`config.mk`:
```
export PLATFORM = sky130hd
export DESIGN_NAME = ea_resolve_unit
export DESIGN_NICKNAME = d
export VERILOG_FILES = /design/src/rtl/ea_pkg.sv /design/src/rtl/ea_index_reg.sv /design/src/rtl/ea_addr_gen.sv /design/src/rtl/ea_seq.sv /design/src/rtl/ea_resolve_unit.sv
export SDC_FILE = /design/constraint.sdc
export NUM_CORES = 1
export LEC_CHECK = 0
export ABC_CLOCK_PERIOD_IN_PS = 9130
export BUFFER_PORTS_ARGS = -buffer_cell sky130_fd_sc_hd__buf_4
export CORE_ASPECT_RATIO = 1.4
export CORE_MARGIN = 10
export CORE_UTILIZATION = 45
export DETAILED_ROUTE_END_ITERATION = 10
export PLACE_DENSITY = 0.68
export SLEW_MARGIN = 40
export SYNTH_ARGS = -nofsm -noshare
export SYNTH_HDL_FRONTEND = slang
export SYNTH_HIERARCHICAL = 1
export SYNTH_SLANG_ARGS = --single-unit
```
`constraint.sdc`:
```
create_clock -name clk -period 9.13 [get_ports clk]
set_input_delay 1.3695 -clock clk [delete_from_list [all_inputs] [get_ports clk]]
set_output_delay 1.3695 -clock clk [all_outputs]
set_load 0.01 [all_outputs]
```
`src/rtl/ea_pkg.sv`:
```
package ea_pkg;

   typedef enum logic [3:0] {
      AM_IMM   = 4'd0,
      AM_DIR   = 4'd1,
      AM_IND   = 4'd2,
      AM_REG   = 4'd3,
      AM_RIND  = 4'd4,
      AM_REL   = 4'd5,
      AM_BASE  = 4'd6,
      AM_IDX   = 4'd7,
      AM_IDXAI = 4'd8,
      AM_PRE   = 4'd9,
      AM_POST  = 4'd10
   } amode_e;

   typedef enum logic [1:0] {
      ST_IDLE = 2'd0,
      ST_PTR  = 2'd1,
      ST_OPND = 2'd2
   } seq_e;

endpackage

```
`src/rtl/ea_index_reg.sv`:
```
module ea_index_reg #(
   parameter int AW         = 16,
   parameter bit AUTOINC_EN = 1'b1
) (
   input  logic          clk,
   input  logic          rst_n,
   input  logic          ld,
   input  logic [AW-1:0] ld_val,
   input  logic          inc,
   output logic [AW-1:0] x
);

   generate
      if (AUTOINC_EN) begin : g_step
         always_ff @(posedge clk or negedge rst_n) begin
            if (!rst_n)   x <= '0;
            else if (ld)  x <= ld_val;
            else if (inc) x <= x + 1'b1;
         end


         autoinc_step_chk: assert property (@(posedge clk) disable iff (!rst_n)
            (inc && !ld) |=> (x == AW'($past(x) + 1'b1)));


         load_prio_chk: assert property (@(posedge clk) disable iff (!rst_n)
            ld |=> (x == $past(ld_val)));
      end else begin : g_fixed
         logic unused_inc;
         assign unused_inc = inc;
         always_ff @(posedge clk or negedge rst_n) begin
            if (!rst_n)  x <= '0;
            else if (ld) x <= ld_val;
         end
      end
   endgenerate

endmodule

```
`src/rtl/ea_addr_gen.sv`:
```
module ea_addr_gen #(
   parameter int AW         = 16,
   parameter int DW         = 16,
   parameter int FW         = 8,
   parameter int MW         = 4,
   parameter bit AUTOINC_EN = 1'b1
) (
   input  logic [MW-1:0] mode_i,
   input  logic [FW-1:0] afield,
   input  logic [DW-1:0] rval,
   input  logic [AW-1:0] pc,
   input  logic [AW-1:0] xval,
   output logic [AW-1:0] first_addr,
   output logic          ptr_step,
   output logic          mem_step,
   output logic          post_add,
   output logic [DW-1:0] direct_data,
   output logic          bad_mode,
   output logic          inc_req
);
   import ea_pkg::*;

   localparam int AEXT = AW - FW;
   localparam int DEXT = DW - FW;

   logic [AW-1:0] a_z;
   logic [DW-1:0] a_s;
   logic [AW-1:0] r_a;

   assign a_z = {{AEXT{1'b0}}, afield};
   assign a_s = {{DEXT{afield[FW-1]}}, afield};
   assign r_a = rval[AW-1:0];

   always_comb begin
      first_addr  = '0;
      ptr_step    = 1'b0;
      mem_step    = 1'b1;
      post_add    = 1'b0;
      direct_data = '0;
      bad_mode    = 1'b0;
      inc_req     = 1'b0;
      case (amode_e'(mode_i))
         AM_IMM: begin
            mem_step    = 1'b0;
            direct_data = a_s;
         end
         AM_REG: begin
            mem_step    = 1'b0;
            direct_data = rval;
         end
         AM_DIR:  first_addr = a_z;
         AM_IND: begin
            first_addr = a_z;
            ptr_step   = 1'b1;
         end
         AM_RIND: first_addr = r_a;
         AM_REL:  first_addr = pc + a_z;
         AM_BASE: first_addr = a_z + r_a;
         AM_IDX:  first_addr = a_z + xval;
         AM_IDXAI: begin
            if (AUTOINC_EN) begin
               first_addr = a_z + xval;
               inc_req    = 1'b1;
            end else begin
               mem_step = 1'b0;
               bad_mode = 1'b1;
            end
         end
         AM_PRE: begin
            first_addr = a_z + r_a;
            ptr_step   = 1'b1;
         end
         AM_POST: begin
            first_addr = a_z;
            ptr_step   = 1'b1;
            post_add   = 1'b1;
         end
         default: begin
            mem_step = 1'b0;
            bad_mode = 1'b1;
         end
      endcase
   end

endmodule

```
`src/rtl/ea_seq.sv`:
```
module ea_seq #(
   parameter int AW = 16,
   parameter int DW = 16
) (
   input  logic          clk,
   input  logic          rst_n,
   input  logic          start,
   input  logic [AW-1:0] first_addr,
   input  logic          ptr_step,
   input  logic          mem_step,
   input  logic          post_add,
   input  logic [DW-1:0] direct_data,
   input  logic          bad_mode,
   input  logic [DW-1:0] rval,
   input  logic          mem_rdy,
   input  logic [DW-1:0] mem_rdata,
   output logic          accept,
   output logic          busy,
   output logic          mem_req,
   output logic [AW-1:0] mem_addr,
   output logic [AW-1:0] ea,
   output logic [DW-1:0] operand,
   output logic          done,
   output logic          err
);
   import ea_pkg::*;

   seq_e          st_q;
   logic [AW-1:0] addr_q;
   logic [AW-1:0] ea_q;
   logic [DW-1:0] opnd_q;
   logic [AW-1:0] radd_q;
   logic          post_q;
   logic          done_q;
   logic          err_q;
   logic [AW-1:0] ptr_next;

   assign accept   = start && (st_q == ST_IDLE);
   assign busy     = (st_q != ST_IDLE);
   assign mem_req  = busy;
   assign mem_addr = addr_q;
   assign ea       = ea_q;
   assign operand  = opnd_q;
   assign done     = done_q;
   assign err      = err_q;
   assign ptr_next = post_q ? (mem_rdata[AW-1:0] + radd_q) : mem_rdata[AW-1:0];

   always_ff @(posedge clk or negedge rst_n) begin
      if (!rst_n) begin
         st_q   <= ST_IDLE;
         addr_q <= '0;
         ea_q   <= '0;
         opnd_q <= '0;
         radd_q <= '0;
         post_q <= 1'b0;
         done_q <= 1'b0;
         err_q  <= 1'b0;
      end else begin
         done_q <= 1'b0;
         err_q  <= 1'b0;
         case (st_q)
            ST_IDLE: begin
               if (start) begin
                  if (bad_mode) begin
                     ea_q   <= '0;
                     opnd_q <= '0;
                     err_q  <= 1'b1;
                     done_q <= 1'b1;
                  end else if (!mem_step) begin
                     ea_q   <= '0;
                     opnd_q <= direct_data;
                     done_q <= 1'b1;
                  end else if (ptr_step) begin
                     addr_q <= first_addr;
                     post_q <= post_add;
                     radd_q <= rval[AW-1:0];
                     st_q   <= ST_PTR;
                  end else begin
                     addr_q <= first_addr;
                     ea_q   <= first_addr;
                     st_q   <= ST_OPND;
                  end
               end
            end
            ST_PTR: begin
               if (mem_rdy) begin
                  addr_q <= ptr_next;
                  ea_q   <= ptr_next;
                  st_q   <= ST_OPND;
               end
            end
            ST_OPND: begin
               if (mem_rdy) begin
                  opnd_q <= mem_rdata;
                  done_q <= 1'b1;
                  st_q   <= ST_IDLE;
               end
            end
            default: st_q <= ST_IDLE;
         endcase
      end
   end


   req_hold_chk: assert property (@(posedge clk) disable iff (!rst_n)
      (mem_req && !mem_rdy) |=> (mem_req && $stable(mem_addr)));


   done_idle_chk: assert property (@(posedge clk) disable iff (!rst_n)
      done |-> !busy);


   done_after_read_chk: assert property (@(posedge clk) disable iff (!rst_n)
      $fell(busy) |-> done);


   err_done_chk: assert property (@(posedge clk) disable iff (!rst_n)
      err |-> (done && (ea == '0) && (operand == '0)));

endmodule

```
`src/rtl/ea_resolve_unit.sv`:
```
module ea_resolve_unit #(
   parameter int AW         = 16,
   parameter int DW         = 16,
   parameter int FW         = 8,
   parameter int MW         = 4,
   parameter int RSW        = 3,
   parameter bit AUTOINC_EN = 1'b1
) (
   input  logic           clk,
   input  logic           rst_n,
   input  logic           start,
   input  logic [MW-1:0]  mode,
   input  logic [FW-1:0]  afield,
   input  logic [RSW-1:0] rsel,
   input  logic [AW-1:0]  pc,
   output logic [RSW-1:0] rf_sel,
   input  logic [DW-1:0]  rf_data,
   input  logic           idx_ld,
   input  logic [AW-1:0]  idx_val,
   output logic           mem_req,
   output logic [AW-1:0]  mem_addr,
   input  logic           mem_rdy,
   input  logic [DW-1:0]  mem_rdata,
   output logic           busy,
   output logic           done,
   output logic           err,
   output logic [AW-1:0]  ea,
   output logic [DW-1:0]  operand
);
   import ea_pkg::*;

   generate
      if (MW != 4) begin : g_bad_mw
         $error("mode field must be 4 bits wide");
      end
      if (FW > AW) begin : g_bad_fw
         $error("address field wider than address");
      end
      if (AW > DW) begin : g_bad_aw
         $error("pointer data narrower than address");
      end
   endgenerate

   logic [AW-1:0] xval;
   logic [AW-1:0] first_addr;
   logic          ptr_step;
   logic          mem_step;
   logic          post_add;
   logic [DW-1:0] direct_data;
   logic          bad_mode;
   logic          inc_req;
   logic          accept;

   assign rf_sel = rsel;

   ea_addr_gen #(
      .AW(AW), .DW(DW), .FW(FW), .MW(MW), .AUTOINC_EN(AUTOINC_EN)
   ) u_gen (
      .mode_i     (mode),
      .afield     (afield),
      .rval       (rf_data),
      .pc         (pc),
      .xval       (xval),
      .first_addr (first_addr),
      .ptr_step   (ptr_step),
      .mem_step   (mem_step),
      .post_add   (post_add),
      .direct_data(direct_data),
      .bad_mode   (bad_mode),
      .inc_req    (inc_req)
   );

   ea_index_reg #(
      .AW(AW), .AUTOINC_EN(AUTOINC_EN)
   ) u_idx (
      .clk   (clk),
      .rst_n (rst_n),
      .ld    (idx_ld),
      .ld_val(idx_val),
      .inc   (accept && inc_req),
      .x     (xval)
   );

   ea_seq #(
      .AW(AW), .DW(DW)
   ) u_seq (
      .clk        (clk),
      .rst_n      (rst_n),
      .start      (start),
      .first_addr (first_addr),
      .ptr_step   (ptr_step),
      .mem_step   (mem_step),
      .post_add   (post_add),
      .direct_data(direct_data),
      .bad_mode   (bad_mode),
      .rval       (rf_data),
      .mem_rdy    (mem_rdy),
      .mem_rdata  (mem_rdata),
      .accept     (accept),
      .busy       (busy),
      .mem_req    (mem_req),
      .mem_addr   (mem_addr),
      .ea         (ea),
      .operand    (operand),
      .done       (done),
      .err        (err)
   );


   imm_nomem_chk: assert property (@(posedge clk) disable iff (!rst_n)
      (start && !busy && (mode == MW'(AM_IMM))) |=> (!mem_req && done && !err));


   illegal_chk: assert property (@(posedge clk) disable iff (!rst_n)
      (start && !busy && (mode > MW'(AM_POST))) |=> (err && !mem_req));


   busy_ignore_chk: assert property (@(posedge clk) disable iff (!rst_n)
      (busy && start && !mem_rdy) |=> busy);

endmodule

```
==> results of run 1 <==
[state kept, by name, summed over array words and instances (netlist names)]
name	cells
u_seq/post_q	1
u_seq/radd_q	16
u_seq/operand	16
u_seq/ea	16
u_seq/mem_addr	16
u_idx/x	16
u_seq/st_q	2
u_seq/err	1
u_seq/done	1
[layout by cell type, fill, tap and decap left out, types with 20 or more instances in the layout]
cell type and instances:
nor2_1 54, o21ai_0 58, nand2_1 111, a21oi_1 78, nand3_1 20, ha_1 26, mux2i_1 22, dfrtp_1 84
buf_4 138
[power by group through the flow]
stage / clock (mW) / sequential, mW / combinational (mW)
after detailed placement: 0 / 0.632 / 0.937
after CTS: 0.397 / 0.625 / 0.941
final: 0.393 / 0.624 / 0.939
after global routing: 0.415 / 0.646 / 1.03
after global placement: 0 / 0.625 / 0.925
after floorplan: 0 / 0.640 / 0.578
[worst min path at each step]
stage / start / to / slack (ps) / cells after the start
finish: u_seq/ea[5] / u_seq/ea[5] / 480 / 2
global route: u_seq/ea[0] / u_seq/ea[0] / 500 / 2
CTS: u_seq/ea[5] / u_seq/ea[5] / 490 / 2
detailed placement: u_seq/ea[5] / u_seq/ea[5] / 470 / 2
global placement: u_seq/mem_addr[1] / u_seq/mem_addr[1] / 460 / 2
floorplan: u_seq/radd_q[10] / u_seq/radd_q[10] / 480 / 1
[metal layers]
metal	routed length (um)	track usage, %	share of wire, %
met1	8290	24.1	42
met2	9720	33.6	49
met3	1210	4.02	6.1
met4	466	6.52	2.4
met5	0	0	0
[metrics by stage]
stage | hold slack [ps] | instance area (sq um) | setup WS (ps) | total power, mW
after floorplan | 485 | 6480 | 3830 | 1.22
after global placement | 464 | 7520 | 3770 | 1.55
after detailed placement | 474 | 7530 | 3710 | 1.57
after CTS | 487 | 7850 | 4040 | 1.96
after global routing | 503 | 7860 | 3800 | 2.10
final | 479 | 7860 | 4000 | 1.96
[logic make-up after synthesis]
| logic type | synth area share, % |
|---|---|
| buffers and inverters | 4.46 |
| AO/OA/AOI/OAI | 25.2 |
| flip-flops | 32.8 |
| adder cells (fa/ha/maj) | 5.64 |
| XOR/XNOR | 4.19 |
| AND/OR/NAND/NOR | 21.3 |
| multiplexers | 6.36 |
[critical path, stage by stage]
cell	delay, ps
buf_4	140
or3b_1	570
and2_1	440
nand2_1	150
nand2_1	60
ha_1	210
fa_1	410
a21o_1	180
a21oi_1	250
o21ai_0	150
a31o_2	320
a221o_1	300
a32o_1	290
a22o_1	210
o31a_1	270
[layout make-up]
type                    instances  area [sq um]
fillers                      1385          6180
multi-input cells             631          4090
flip-flops and latches         85          2130
repair buffers                138          1040
clock buffers                  12           267
well taps                     185           231
inverters                      15          56.3
clock inverters                 4          55.1
==> flow_metrics.tcl, run 1 <==
set metrics [dict create \
    outcome "finished, final reports clean" \
    drc 0 \
    numCtsBuffers 9 \
    reg2reg_to "u_seq/ea[10]" \
    cts_resized 0 \
    clkPwrFrac_pct 20.1 \
    p_comb_share_pct 48.0 \
    cts_root_buffer "clkbuf_16" \
    rsz0062_at_grt "no" \
    antennaDiodeCount 0 \
    maxSlewHeadroom_pct 42.0 \
    slew_viol_final 0 \
    ir_worst_vdd_uv 113 \
    die_area_sq_um 19700 \
    p_leak_nw 3.56 \
    drt_pass1_iterations 7 \
    antenna_found_initial 0 \
    final.period_utilization_pct 56.2 \
    cts_sinks 85 \
    skew_ps 13.5 \
    viasPerCell 5.78 \
    syn_inst 781 \
    synth_area_leaders "dfrtp_1 33%, nand2_1 6.4%, a21oi_1 6.1%" \
    placedCellCount 1054 \
    crit_arrival_ps 5350 \
    synth_edf_count 0 \
    powerDensity_nw_per_um2 249 \
    crit_start "mode[2]" \
    seq_area_frac_synth_pct 32.8 \
    boundaryPins 139 \
    setup_tns_ps 0 \
    worst_pin_slew_ps 869 \
    netlist_area_sq_um 6480 \
    critPathCaptureType "register" \
    p_int_mw 1.18 \
    drive_gt1_share_pct 22.5 \
    final_nets 992 \
    clk_latency_ps 340 \
    yosysWarnings 6 \
    grt-ovfl-total 0 \
    crit_path_max_fanout 19 \
    reg2reg_from "u_idx/x[0]" \
    hold_buffers 0 \
    wire_per_inst_um 18.4 \
    syn_nets 893 \
    start_util_pct 46.1 \
    period_needed_ps 5130 \
    fp.dieW_um 121 \
    routed_wl_um 19700 \
    die_y_um 162 \
    fmax_mhz 195 \
    async_flop_share_pct 100 \
    place.gp.congestion 0.881 \
    rr_worst_depth 12 \
    drtAntennaViolNets 0 \
    yosysTopAreaCell "dfrtp_1" \
    setup_viol_count_final 0 \
    grt_pass1_vias 5995 \
    postCtsSetupRepairBufs 0 \
    dr.first_iter.drc_count 394 \
    yosysMostFrequentCell "nand2_1" \
    finalHoldViolations 0 \
    rows 51 \
    crit_path_end "u_seq/ea[10]" \
    switchingPower_mw 0.772 \
    start_kind "input pin" \
    grt_util_all_layers_pct 19.7 \
    numPortBuffers 132 \
    p_sw_share_pct 39.5 \
    ys_ff_latch 85 \
    cts_tree "built" \
    final_util_pct 56.0 \
    drv_cap 0 \
    hold_class "register to register" \
    cts_buffer_depth 2 \
    vias 6189 \
    cts_max_level 3 \
    clk_pin_slew_worst_paths_ps 60 \
    fin_cells 1070 \
    synth.distinct_cells 68 \
    syn_area_per_cell_sq_um 8.29 \
    r2r_slack_ps 5680 \
    synth.top_cell.area_share_pct 32.8 \
    synthFlopType "dfrtp_1" \
    ys_top_cells_by_count "111 x nand2_1, 85 x dfrtp_1, 79 x a21oi_1, 58 x o21ai_0, 54 x nor2_1" \
    path_class "input pin to register" \
    p_seq_share_pct 31.9 \
    grt_pass1_wl_um 31600 \
    grt_start_max_net_pins 62 \
    area_growth_pct 21.4 \
    dp_hpwl_um 15600 \
    cp.required_ps 9350 \
    core_sq_um 14000 \
]
(Power assumes the default switching activity.)
==> run 2: changes to the inputs <==
--- a/config.mk
+++ b/config.mk
@@ -5,13 +5,13 @@
 export SDC_FILE = /design/constraint.sdc
 export NUM_CORES = 1
 export LEC_CHECK = 0
-export ABC_CLOCK_PERIOD_IN_PS = 9130
+export ABC_CLOCK_PERIOD_IN_PS = 4100
 export BUFFER_PORTS_ARGS = -buffer_cell sky130_fd_sc_hd__buf_4
 export CORE_ASPECT_RATIO = 1.4
 export CORE_MARGIN = 10
 export CORE_UTILIZATION = 45
 export DETAILED_ROUTE_END_ITERATION = 10
-export PLACE_DENSITY = 0.68
+export PLACE_DENSITY = 0.71
 export SLEW_MARGIN = 40
 export SYNTH_ARGS = -nofsm -noshare
 export SYNTH_HDL_FRONTEND = slang
==> constraint.sdc (replaced) <==
create_clock -name clk -period 4.1 [get_ports clk]
set_input_delay 0.615 -clock clk [delete_from_list [all_inputs] [get_ports clk]]
set_output_delay 0.615 -clock clk [all_outputs]
set_load 0.01 [all_outputs]
==> run 2 against run 1 <==
Hold slack lost 150 ps. First-iteration DRC count grew 15%. Routed wire length shrank 0.63%. Clock skew shrank 2.5 ps. Total power grew 120%. Core utilization grew 0.43 points. Flip-flop and latch count is the same. Global-route usage shrank 0.13 points. Via count grew 1.9%. Die area is the same. Combinational power grew 130%.
==> flow_metrics.tcl, run 2 (same netlist as run 1, synthesis figures left out) <==
set metrics [dict create \
    cp_slowest_cell "or3b_1" \
    postCtsSetupRepairBufs 0 \
    grt_pass1_wl_um 31300 \
    fp.dieW_um 121 \
    dr.first_iter.drc_count 452 \
    powerDensity_nw_per_um2 540 \
    rr_worst_depth 12 \
    numCtsBuffers 9 \
    cts_buffer_depth 2 \
    crit_path_end "u_seq/ea[10]" \
    drt_pass1_iterations 8 \
    cp.required_ps 4320 \
    drtAntennaViolNets 0 \
    drive_gt1_share_pct 23.4 \
    cp_num_buf_inv 1 \
    cts_resized 0 \
    mostFrequentLayoutCell "buf_4" \
    dp_hpwl_um 15500 \
    power.total_mw 4.27 \
    ir_worst_vdd_uv 288 \
    slew_viol_final 0 \
    multiInputGateArea_sq_um 4070 \
    dp_slack_ps 157 \
    place.gp.congestion 0.928 \
    final.period_utilization_pct 88.0 \
    antennaDiodeCount 0 \
    critPathCaptureType "register" \
    clk_pin_slew_worst_paths_ps 60 \
    outcome "finished, final reports clean" \
    p_leak_nw 3.60 \
    cts_max_level 3 \
    cp_top_family "compound AO/OA/AOI/OAI gates" \
    crit_chain "buf_4, or3b_1, and2_1, nand2_1, nand2_1, ha_2, fa_2, a21o_1, a21oi_2, o21ai_1, a31o_2, a221o_1, a32o_1, a22o_1, o31a_1" \
    clk_latency_ps 350 \
    layout_setup_ws_ps 493 \
    rsz0062_at_grt "no" \
    maxSlewHeadroom_pct 46.8 \
    vias 6309 \
    die_y_um 162 \
    crit_arrival_ps 3830 \
    fmax_mhz 277 \
    r2r_slack_ps 880 \
    die_area_sq_um 19700 \
    worst_pin_slew_ps 795 \
    post_dp_cell_area_sq_um 7640 \
    setup_tns_ps 0 \
    finalHoldViolations 0 \
    numPortBuffers 132 \
    start_util_pct 46.1 \
    reg2reg_from "u_idx/x[0]" \
    start_kind "input pin" \
    placedCellCount 1069 \
    skew_ps 11.0 \
    fill_cells 1374 \
    area.sequential_sq_um 2130 \
    area_growth_pct 22.3 \
    path_class "input pin to register" \
    setup_viol_count_final 0 \
    mostFrequentLayoutCells "153 x buf_4, 111 x nand2_1, 85 x dfrtp_1" \
    final_nets 1007 \
    period_needed_ps 3610 \
    routed_wl_um 19600 \
    core_sq_um 14000 \
    hold_buffers 0 \
    rows 51 \
    cts_sinks 85 \
    boundaryPins 139 \
    final_area_sq_um 7920 \
    drc 0 \
    viasPerCell 5.82 \
    cts_tree "built" \
    reg2reg_to "u_seq/ea[10]" \
    crit_start "mode[2]" \
    grt_util_all_layers_pct 19.6 \
    antenna_found_initial 0 \
    whs_ps 327 \
    critical_path_depth 15 \
    grt_start_max_net_pins 56 \
    wire_per_inst_um 18.0 \
    drv_cap 0 \
    final_util_pct 56.4 \
    crit_path_max_fanout 9 \
    grt-ovfl-total 0 \
    grt_pass1_vias 6070 \
    cts_root_buffer "clkbuf_16" \
    slowest_delay_ps 390 \
    hold_class "input pin to async pin" \
    critPathMostFrequentCell "nand2_1" \
    fin_cells 1084 \
]
run 2: changes by cell type in the layout (fill, tap and decap cells not counted), moves of 2 or more:
cell,before,now
clkinv_4,2,0
clkbuf_1,0,2
buf_4,138,153
clkbuf_8,3,0
run 2: power breakdown:
| group | internal (mW) | leakage (nW) | total, mW | switching [mW] |
|---|---|---|---|---|
| clock | 0.468 | 0.132 | 0.794 | 0.326 |
| sequential | 1.15 | 1.06 | 1.35 | 0.196 |
| combinational | 0.978 | 2.41 | 2.13 | 1.15 |
run 2: cell type report:
cell class,count,area share [%]
flip-flops and latches,85,26.9
well taps,185,2.92
inverters,15,0.711
clock buffers,11,2.94
multi-input cells,631,51.4
clock inverters,4,0.632
repair buffers,153,14.5
run 2: how the worst min path moves through the flow:
stage | to | slack (ps)
detailed placement | u_seq/ea[8] | 470
floorplan | u_idx/x[0] | 320
finish | u_idx/x[1] | 330
global route | u_idx/x[0] | 390
CTS | u_idx/x[0] | 360
global placement | u_seq/mem_addr[0] | 460
run 2: worst register-to-register path, cell delays in order (launching register included):
cell and delay, ps:
dfrtp_1 450, a22oi_1 210, nand2_1 80, ha_2 190, fa_2 360, a21o_1 180, a21oi_2 180, o21ai_1 100
a31o_2 300, a221o_1 300, a32o_1 280, a22o_1 220, o31a_1 260
run 2: layer usage:
| layer | vias to the layer above | routed length (um) | track usage (%) |
|---|---|---|---|
| met2 | 217 | 9730 | 33.3 |
| met4 | 0 | 496 | 7.83 |
| met3 | 31 | 1320 | 4.09 |
| met5 | - | 0 | 0 |
| met1 | 2979 | 8010 | 23.4 |
| li1 | 3082 | - | - |
==> run 3: changes to the inputs <==
--- a/config.mk
+++ b/config.mk
@@ -11,6 +11,7 @@
 export CORE_MARGIN = 10
 export CORE_UTILIZATION = 45
 export DETAILED_ROUTE_END_ITERATION = 10
+export MAX_ROUTING_LAYER = met4
 export PLACE_DENSITY = 0.71
 export SLEW_MARGIN = 40
 export SYNTH_ARGS = -nofsm -noshare
==> run 3 against run 2 <==
Routed wire length grew 0.13%. First-iteration DRC count decreased by 5.8%. Core utilization did not move. Design area is the same. Critical path type unchanged.
==> flow_metrics.tcl, run 3 (same netlist as run 1, synthesis figures left out) <==
set metrics [dict create \
    r2r_slack_ps 890 \
    crit_path_max_fanout 9 \
    p_int_mw 2.60 \
    skew_ps 10.3 \
    area_growth_pct 22.3 \
    mostFrequentLayoutCells "153 x buf_4, 111 x nand2_1, 85 x dfrtp_1" \
    clk_pin_slew_worst_paths_ps 60 \
    dp_slack_ps 157 \
    setup_viol_count_final 0 \
    core_sq_um 14000 \
    hold_buffers 0 \
    numPortBuffers 132 \
    final.period_utilization_pct 87.7 \
    viasPerCell 5.78 \
    outcome "finished, final reports clean" \
    dp_hpwl_um 15500 \
    rsz0062_at_grt "no" \
    clk_latency_ps 350 \
    start_kind "input pin" \
    place.gp.congestion 0.945 \
    worst_pin_slew_ps 784 \
    grt_pass1_vias 6089 \
    switchingPower_mw 1.68 \
    p_sw_share_pct 39.2 \
    drtAntennaViolNets 0 \
    grt_start_max_net_pins 56 \
    final_area_sq_um 7920 \
    slew_viol_final 0 \
    hold_class "input pin to async pin" \
    drv_cap 0 \
    vias 6264 \
    power.total_mw 4.27 \
    dr.first_iter.drc_count 426 \
    final_util_pct 56.4 \
    wire_per_inst_um 18.1 \
    rows 51 \
    cp.required_ps 4320 \
    antenna_found_initial 0 \
    reg2reg_to "u_seq/ea[10]" \
    fin_cells 1084 \
    clkPwrFrac_pct 18.6 \
    fill_cells 1374 \
    cts_max_level 3 \
    placedCellCount 1069 \
    grt-ovfl-total 0 \
    grt_util_all_layers_pct 20.1 \
    cts_buffer_depth 2 \
    boundaryPins 139 \
    cts_root_buffer "clkbuf_16" \
    die_area_sq_um 19700 \
    cts_resized 0 \
    drc 0 \
    rr_worst_depth 12 \
    cts_tree "built" \
    ir_worst_vdd_uv 288 \
    routed_wl_um 19600 \
    die_y_um 162 \
    fmax_mhz 278 \
    maxSlewHeadroom_pct 47.5 \
    powerDensity_nw_per_um2 539 \
    finalHoldViolations 0 \
    crit_arrival_ps 3820 \
    grt_pass1_wl_um 31200 \
    antennaDiodeCount 0 \
    p_comb_share_pct 49.9 \
    p_leak_nw 3.60 \
    postCtsSetupRepairBufs 0 \
    period_needed_ps 3600 \
    p_seq_share_pct 31.5 \
    drive_gt1_share_pct 23.4 \
    layout_setup_ws_ps 503 \
    post_dp_cell_area_sq_um 7640 \
    cts_sinks 85 \
    start_util_pct 46.1 \
    mostFrequentLayoutCell "buf_4" \
    numCtsBuffers 9 \
    final_nets 1007 \
    critPathCaptureType "register" \
    fp.dieW_um 121 \
    path_class "input pin to register" \
    reg2reg_from "u_idx/x[0]" \
    drt_pass1_iterations 6 \
]
==> run 3: cell counts in the layout (fill, tap and decap cells not counted) <==
Identical to the previous run, type by type.
==> run 3: worst max-delay path: stages <==
cell     delay [ps]
buf_4           140
or3b_1          390
and2_1          190
nand2_1          80
nand2_1          50
ha_2            190
fa_2            360
a21o_1          180
a21oi_2         170
o21ai_1         100
a31o_2          300
a221o_1         300
a32o_1          280
a22o_1          210
o31a_1          260
==> run 3: through the flow <==
stage	hold slack, ps	TNS [ps]
floorplan	319	-117
CTS	355	0
finish	326	0
global placement	464	0
global route	394	0
detailed placement	471	0
==> run 3: power by group through the flow <==
stage / Combinational [mW] / Clock [mW] / Sequential (mW)
floorplan: 1.29 / 0 / 1.43
CTS: 2.14 / 0.814 / 1.35
global route: 2.37 / 0.853 / 1.39
finish: 2.13 / 0.794 / 1.35
detailed placement: 2.13 / 0 / 1.37
global placement: 2.11 / 0 / 1.35
==> run 3: worst max path at each step <==
stage	from	endpoint	depth (start not counted)	slack, ps
after floorplan	mode[2]	u_seq/ea[10]	19	-120
after global placement	mode[2]	u_seq/ea[10]	15	190
after detailed placement	mode[2]	u_seq/ea[10]	15	160
after CTS	mode[2]	u_seq/ea[10]	15	510
after global routing	mode[2]	u_seq/ea[10]	15	340
final	mode[2]	u_seq/ea[10]	15	500
==> run 3: final cells by class <==
type	instances	area (sq um)	area share, %
multi-input cells	631	4070	51.4
inverters	15	56.3	0.711
flip-flops and latches	85	2130	26.9
clock buffers	11	233	2.94
clock inverters	4	50.0	0.632
well taps	185	231	2.92
repair buffers	153	1150	14.5
==> run 3: metal layers <==
metal	global-route usage (%)	routed length (um)	vias up	share of wire (%)
met3	3.54	1150	31	5.9
li1	-	-	3078	-
met2	33.3	9770	194	50
met5	-	0	-	0
met1	23.7	8140	2961	42
met4	7.83	518	0	2.6
